### src/rtl/isc_pkg.sv
package isc_pkg;
    localparam int unsigned ADDR_W   = 12;
    localparam logic [ADDR_W-1:0] OFF_STAT = 12'h000;
    localparam logic [ADDR_W-1:0] OFF_MASK = 12'h004;

    typedef enum logic [1:0] {
        SEL_NONE = 2'd0,
        SEL_STAT = 2'd1,
        SEL_MASK = 2'd2
    } reg_sel_e;
endpackage

### src/rtl/isc_decode.sv
module isc_decode
    import isc_pkg::*;
(
    input  logic [ADDR_W-1:0] addr,
    output reg_sel_e          sel
);
    always_comb begin
        unique case (addr)
            OFF_STAT: sel = SEL_STAT;
            OFF_MASK: sel = SEL_MASK;
            default:  sel = SEL_NONE;
        endcase
    end
endmodule

### src/rtl/isc_status_bank.sv
module isc_status_bank #(
    parameter int unsigned SRC_N = 16
) (
    input  logic             clk,
    input  logic             rst_n,
    input  logic [SRC_N-1:0] req,
    input  logic             ack_we,
    input  logic [SRC_N-1:0] ack_val,
    output logic [SRC_N-1:0] stat_q
);
    logic [SRC_N-1:0] keep;

    // Per-bit keep term: a zero in the written word drops the bit.
    always_comb keep = ack_we ? ack_val : '1;

    // A new request is ORed in after the acknowledge, so the set wins.
    genvar gi;
    generate
        for (gi = 0; gi < SRC_N; gi++) begin : g_bit
            always_ff @(posedge clk or negedge rst_n) begin
                if (!rst_n) stat_q[gi] <= 1'b0;
                else        stat_q[gi] <= (stat_q[gi] & keep[gi]) | req[gi];
            end
        end
    endgenerate
endmodule

### src/rtl/isc_mask_reg.sv
module isc_mask_reg #(
    parameter int unsigned SRC_N = 16
) (
    input  logic             clk,
    input  logic             rst_n,
    input  logic             we,
    input  logic [SRC_N-1:0] val,
    output logic [SRC_N-1:0] mask_q
);
    always_ff @(posedge clk or negedge rst_n) begin
        if (!rst_n)  mask_q <= '0;
        else if (we) mask_q <= val;
    end
endmodule

### src/rtl/irq_stat_mask_ctrl.sv
module irq_stat_mask_ctrl
    import isc_pkg::*;
#(
    parameter int unsigned SRC_N  = 16,
    parameter int unsigned DATA_W = 32
) (
    input  logic              clk,
    input  logic              rst_n,
    input  logic [SRC_N-1:0]  src_req,
    input  logic              bus_wr,
    input  logic              bus_rd,
    input  logic [ADDR_W-1:0] bus_addr,
    input  logic [DATA_W-1:0] bus_wdata,
    output logic [DATA_W-1:0] bus_rdata,
    output logic              irq_pending
);
    reg_sel_e         sel;
    logic             wr_stat;
    logic             wr_mask;
    logic [SRC_N-1:0] stat_q;
    logic [SRC_N-1:0] mask_q;
    logic             unused_wdata;

    // Bits above SRC_N of the write word are dropped on purpose.
    assign unused_wdata = ^bus_wdata;

    isc_decode u_dec (
        .addr (bus_addr),
        .sel  (sel)
    );

    assign wr_stat = bus_wr && (sel == SEL_STAT);
    assign wr_mask = bus_wr && (sel == SEL_MASK);

    isc_status_bank #(.SRC_N(SRC_N)) u_stat (
        .clk     (clk),
        .rst_n   (rst_n),
        .req     (src_req),
        .ack_we  (wr_stat),
        .ack_val (bus_wdata[SRC_N-1:0]),
        .stat_q  (stat_q)
    );

    isc_mask_reg #(.SRC_N(SRC_N)) u_mask (
        .clk    (clk),
        .rst_n  (rst_n),
        .we     (wr_mask),
        .val    (bus_wdata[SRC_N-1:0]),
        .mask_q (mask_q)
    );

    always_comb begin
        bus_rdata = '0;
        if (bus_rd) begin
            unique case (sel)
                SEL_STAT: bus_rdata[SRC_N-1:0] = stat_q;
                SEL_MASK: bus_rdata[SRC_N-1:0] = mask_q;
                default:  bus_rdata = '0;
            endcase
        end
    end

    assign irq_pending = |(stat_q & mask_q);
endmodule

### config.mk
export PLATFORM = sky130hd
export DESIGN_NAME = irq_stat_mask_ctrl
export DESIGN_NICKNAME = d
export VERILOG_FILES = /design/src/rtl/isc_pkg.sv /design/src/rtl/isc_decode.sv /design/src/rtl/isc_status_bank.sv /design/src/rtl/isc_mask_reg.sv /design/src/rtl/irq_stat_mask_ctrl.sv
export SDC_FILE = /design/constraint.sdc
export NUM_CORES = 1
export LEC_CHECK = 0
export ABC_CLOCK_PERIOD_IN_PS = 1400
export CORE_ASPECT_RATIO = 2
export CORE_MARGIN = 3
export CORE_UTILIZATION = 35
export DETAILED_ROUTE_END_ITERATION = 8
export DONT_BUFFER_PORTS = 1
export PLACE_DENSITY = 0.53
export RECOVER_POWER = 25
export SYNTH_ARGS = -nofsm -noshare
export SYNTH_HDL_FRONTEND = slang
export SYNTH_SLANG_ARGS = --single-unit
### constraint.sdc
create_clock -name clk -period 1.4 [get_ports clk]
set_input_delay 0.07 -clock clk [delete_from_list [all_inputs] [get_ports clk]]
set_output_delay 0.07 -clock clk [all_outputs]
set_load 0.01 [all_outputs]
## Word-level counts from Yosys, hierarchy flattened

Cells that the tools add are included.

- Register bits after elaboration: 32
- Logic and storage cells: 61

- Eq/ne operators: 3
- Mux-type cells: 4
- Bitwise gates (word level): 33
- Reductions and logical operators: 4

Operator list:

| operator | number |
|---|---|
| 2-to-1 mux 16 bit | 2 |
| one-hot mux 16 bit (2 select lines) | 1 |
| bitwise AND 1 bit | 16 |
| bitwise AND 16 bit | 1 |
| OR 1 bit | 16 |
| OR reduction 16 bit | 1 |
| equality test 12 x 3 -> 1 bit, second input constant | 1 |
| zero test 12 bit | 1 |
| one-hot mux 2 bit (2 select lines) | 1 |
| equality test 2 x 1 -> 1 bit, second input constant | 1 |
| equality test 2 bit, second input constant | 1 |
| logical AND 1 bit | 2 |

## Logic depth before layout (Yosys ltp)

- Depth after elaboration: 7
- Depth in mapped cells: 9
- Depth with buffers taken out: 7

## Cells and area by module

Synthesis repeated with hierarchy kept, for this count alone.

- Cell total of the unflattened synthesis: 160
- Area, all modules: 1833.0 um2

Modules (own cells, without submodules):

| module | instances | cells an instance | area an instance (um2) |
|---|---|---|---|
| isc_mask_reg | 1 | 34 | 649.4 |
| isc_status_bank | 1 | 49 | 631.9 |
| irq_stat_mask_ctrl | 1 | 71 | 505.5 |
| isc_decode | 1 | 6 | 46.3 |

## Worst setup path before layout

OpenSTA, ideal clock, no wires.

- Path kind: input-to-reg
- Start point: in bus_addr[7]
- End point: reg u_mask.mask_q[0]
- Setup time: 125 ps
- Arrival: 1465 ps
- Data required time: 1275 ps
- Setup slack: -190 ps
- Cell stages on the path: 7
- Path buffers: 2
- Cell sequence: nor4_1 > nand4_1 > ha_1 > buf_4 > nand2_4 > buf_6 > mux2_4

- Word-level cells in the longest chain between the ends: 4
- Elaborated cells on any way between the ends: 5

RTL lines:

| item | RTL line | source |
|---|---|---|
| start: declaration | irq_stat_mask_ctrl.sv:12 | `input logic [ADDR_W-1:0] bus_addr,` |
| equality test 12 x 3 -> 1 bit / zero test 12 bit (equally long branches) | isc_decode.sv:8 | `unique case (addr)` |
| one-hot mux 2 bit (2 select lines) * | isc_decode.sv:8 |  |
| equality test 2 bit * | irq_stat_mask_ctrl.sv:33 | `assign wr_mask = bus_wr && (sel == SEL_MASK);` |
| logical AND 1 bit * | irq_stat_mask_ctrl.sv:33 |  |
| end signal: assignment | isc_mask_reg.sv:12 | `else if (we) mask_q <= val;` |
| end: declaration | isc_mask_reg.sv:8 | `output logic [SRC_N-1:0] mask_q` |

Every way passes the cells marked *; elsewhere a longest branch is shown, timed or not.
A chain may end at the register's enable or synchronous reset.

## Worst setup path in the final report

- Start point: reg u_stat.stat_q[1]
- End point: out irq_pending

- Word-level cells in the longest chain between the ends: 2

RTL lines:

| item | RTL line | source |
|---|---|---|
| start: declaration | isc_status_bank.sv:9 | `output logic [SRC_N-1:0] stat_q` |
| start signal: indexed assignment | isc_status_bank.sv:22 | `else stat_q[gi] <= (stat_q[gi] & keep[gi]) \| req[gi];` |
| bitwise AND 16 bit | irq_stat_mask_ctrl.sv:63 | `assign irq_pending = \|(stat_q & mask_q);` |
| OR reduction 16 bit | irq_stat_mask_ctrl.sv:63 |  |
| end: declaration | irq_stat_mask_ctrl.sv:15 | `output logic irq_pending` |

Every way passes these cells.

==> metrics <==
largest area contributor in the netlist=dfrtp_1; Bufs on Longest Clock Path=2; kind of critical path=reg2out; Arr. time, crit path=1.46 ns; GPL Wtd Cong=0.770; Power Dens Cells=718 mW/mm^2; Reg clk slew, reported paths=0.07 ns; maximum VDD drop=0.588 mV; IO Port Bufs=0; metal3 WL=316 um; post-synthesis compound-gate area fraction=15.8%; Synth top area share=46.7%; max_cap viols=0; Syn Area/Cell=10.8 sq um; number of global-route vias before repair=1588; clock power share=40.8%; met1 WL=1610 um; Initial DRT Pass Iterations=5; post-synthesis sequential area ratio=46.7%; cts bufs inserted=5; largest net degree at the start of global routing=33; design area=0.00252 sq mm; Row Count=35; FMAX=655 MHz; synth cell count leaders=dfrtp_1 (32), buf_4 (17), nand2b_1 (17); Synth Instances=159; Diodes inserted=0; mux cell area share after synthesis=12.7%; GRT Total Usage=16.3%; smallest hold slack=0.126 ns; Critical Path RT=1.33 ns; worst reg2reg path startpoint=u_mask.mask_q[13]$_DFFE_PN0P_; DR WL/cell=18.0 um; Synth area leaders=dfrtp_1 (47%), mux2_4 (8.8%), buf_4 (7.4%); Setup WS post-layout=-0.127 ns; highest metal used=met4; share of layout cells above drive strength 1=38.0%; logic gate share of total power=7.9%; crit path from=u_stat.stat_q[1]$_DFF_PN0_; relative slew slack=45.8%; Post-synth top flop=dfrtp_1; failing checks=setup timing; GRT Residual Overflow=0; Critical Path End Type=primary output; post-synthesis async set-or-reset flop share=100%; Die Span Y=105 um; total core area=0.00469 sq mm; Total Nets Final=270; die area=0.00582 sq mm; root buffer cell=clkbuf_8; Residual DRC=0; final wirelength=4670 um; die width=55.5 um; setup TNS=-0.127 ns; Final ANT Viol Nets=0; clock sinks=32; Switching Share=22.7%; warnings from Yosys=0; R2R setup slack=0.51 ns; most frequent cell after synthesis=dfrtp_1; Worst setup SP type=register; Max Clock Skew=0 ns; Synth Register Bits=32; HP Class=in2reg; drt via density=5.28; later-pin clock latency in the skew report=0.28 ns; post-synthesis xor/xnor area fraction=0%; fillers=432; status=complete, but fails checks; Syn-to-layout area delta=46.9%; RSZ-0062 raised after global routing=true; DRT iter0 DRCs=35; total power=1.81 mW; first-pass GRT wire length=7580 um; Slew @ Worst Pin=0.813 ns; initial antenna violation count=0; routed wl met2=2670 um; maximum fanout along the worst path=3; sw power=0.410 mW; effective utilization at floorplan=36.6%; Synth Area in Adders=1.46%; Tcrit/Tclk final=109%; Distinct cells, synth=22; number of synthesized flops with an enable pin=0; Post-Syn Area=0.00171 sq mm; vias=1373; sequential power share=51.4%; DP Area=0.00187 sq mm; CTS tree=done; post-layout util=53.7%; Boundary Pins=97; fin. max-slew vios=0; P_leak=0.978 nW; min-delay src=bus_wr; largest family of logic cells by synthesized area=compound AO/OA/AOI/OAI gates; Final HPWL DP=3180 um; Pint=1.40 mW; Period minus WS final=1.53 ns; Hold Fails Final Rpt=0; Simple-Gate Fraction of Synth Area=12.7%; final setup vio count=1; depth of the CTS H-tree=2
## path summary, 6_finish.rpt
kind | to | cells past startpoint
max | irq_pending | 4
min | u_mask.mask_q[15]$_DFFE_PN0P_ | 2
max reg2reg | u_mask.mask_q[13]$_DFFE_PN0P_ | 2
min reg2reg | u_mask.mask_q[2]$_DFFE_PN0P_ | 1
max in group asynchronous | u_stat.stat_q[0]$_DFF_PN0_ | 2
min in group asynchronous | u_stat.stat_q[7]$_DFF_PN0_ | 2
## area by class of cell
cell class	count	area [sq um]	share of cell area, %
Multi-Input combinational cell	115	1060	42.2
Inverter	3	11.3	0.447
Clock buffer	6	82.6	3.28
Clock inverter	2	10.0	0.398
Timing Repair Buffer	47	482	19.1
Tap cell	55	68.8	2.73
Sequential cell	32	801	31.8
## placed cells by master (no fill, tap or decap), drive strengths merged
cell / Yosys / routed
dlygate4sd3: 0 / 33
dfrtp: 32 / 32
nand2b: 17 / 17
a22oi: 16 / 16
conb: 1 / 16
nor2: 16 / 16
o21ai: 16 / 16
mux2: 16 / 16
buf: 23 / 12
clkbuf: 1 / 8
a22o: 4 / 4
a221oi: 4 / 4
nand4: 3 / 3
inv: 3 / 3
nor4: 2 / 2
clkinv: 0 / 2
nand2: 2 / 2
ha: 2 / 2
nor3: 1 / 1
## logic make-up (layout without fill, tap and decap cells)
group	count (synthesis)	in the layout
AO/OA/AOI/OAI	40	40
AND/OR/NAND/NOR	41	41
multiplexers	16	16
other	1	16
flip-flops	32	32
adder cells (fa/ha/maj)	2	2
buffers and inverters	27	58
## timing repair
action,CTS,global route
gates resized for setup,22,15
hold buffers,34,0
pin swaps,2,12
buffers inserted,2,1
setup endpoints to repair,17,17
endpoints found under the hold margin,64,0
gates cloned,0,1
## per-layer routing
layer  track usage (%)  up-vias
met3              4.45        8
li1                  -      625
met1              17.3      682
met5                 0        -
met4              5.39        0
met2              30.3       58
## critical path, cell delays in order, from the launching register on
cell	delay (ns)
dfrtp_1	0.40
a22o_1	0.21
a221oi_2	0.24
buf_4	0.16
nand4_1	0.16
## through the flow
stage,setup slack (ns),instances
finish,-0.127,260
global route,-0.193,260
CTS,-0.145,258
detailed placement,-0.148,214
global placement,-0.108,214
floorplan,-0.0564,174
## power by group through the flow
stage	registers, mW	clock network (mW)	logic [mW]
after CTS	0.928	0.765	0.148
after floorplan	0.945	0	0.0719
after detailed placement	0.946	0	0.0413
after global placement	0.946	0	0.0409
final	0.929	0.737	0.143
after global routing	0.928	0.808	0.157
## sequential cells by signal (all words and copies together), names as in the netlist
signal	cells
u_stat.stat_q	16
u_mask.mask_q	16
Note: power is estimated with default switching activity, not from simulation.
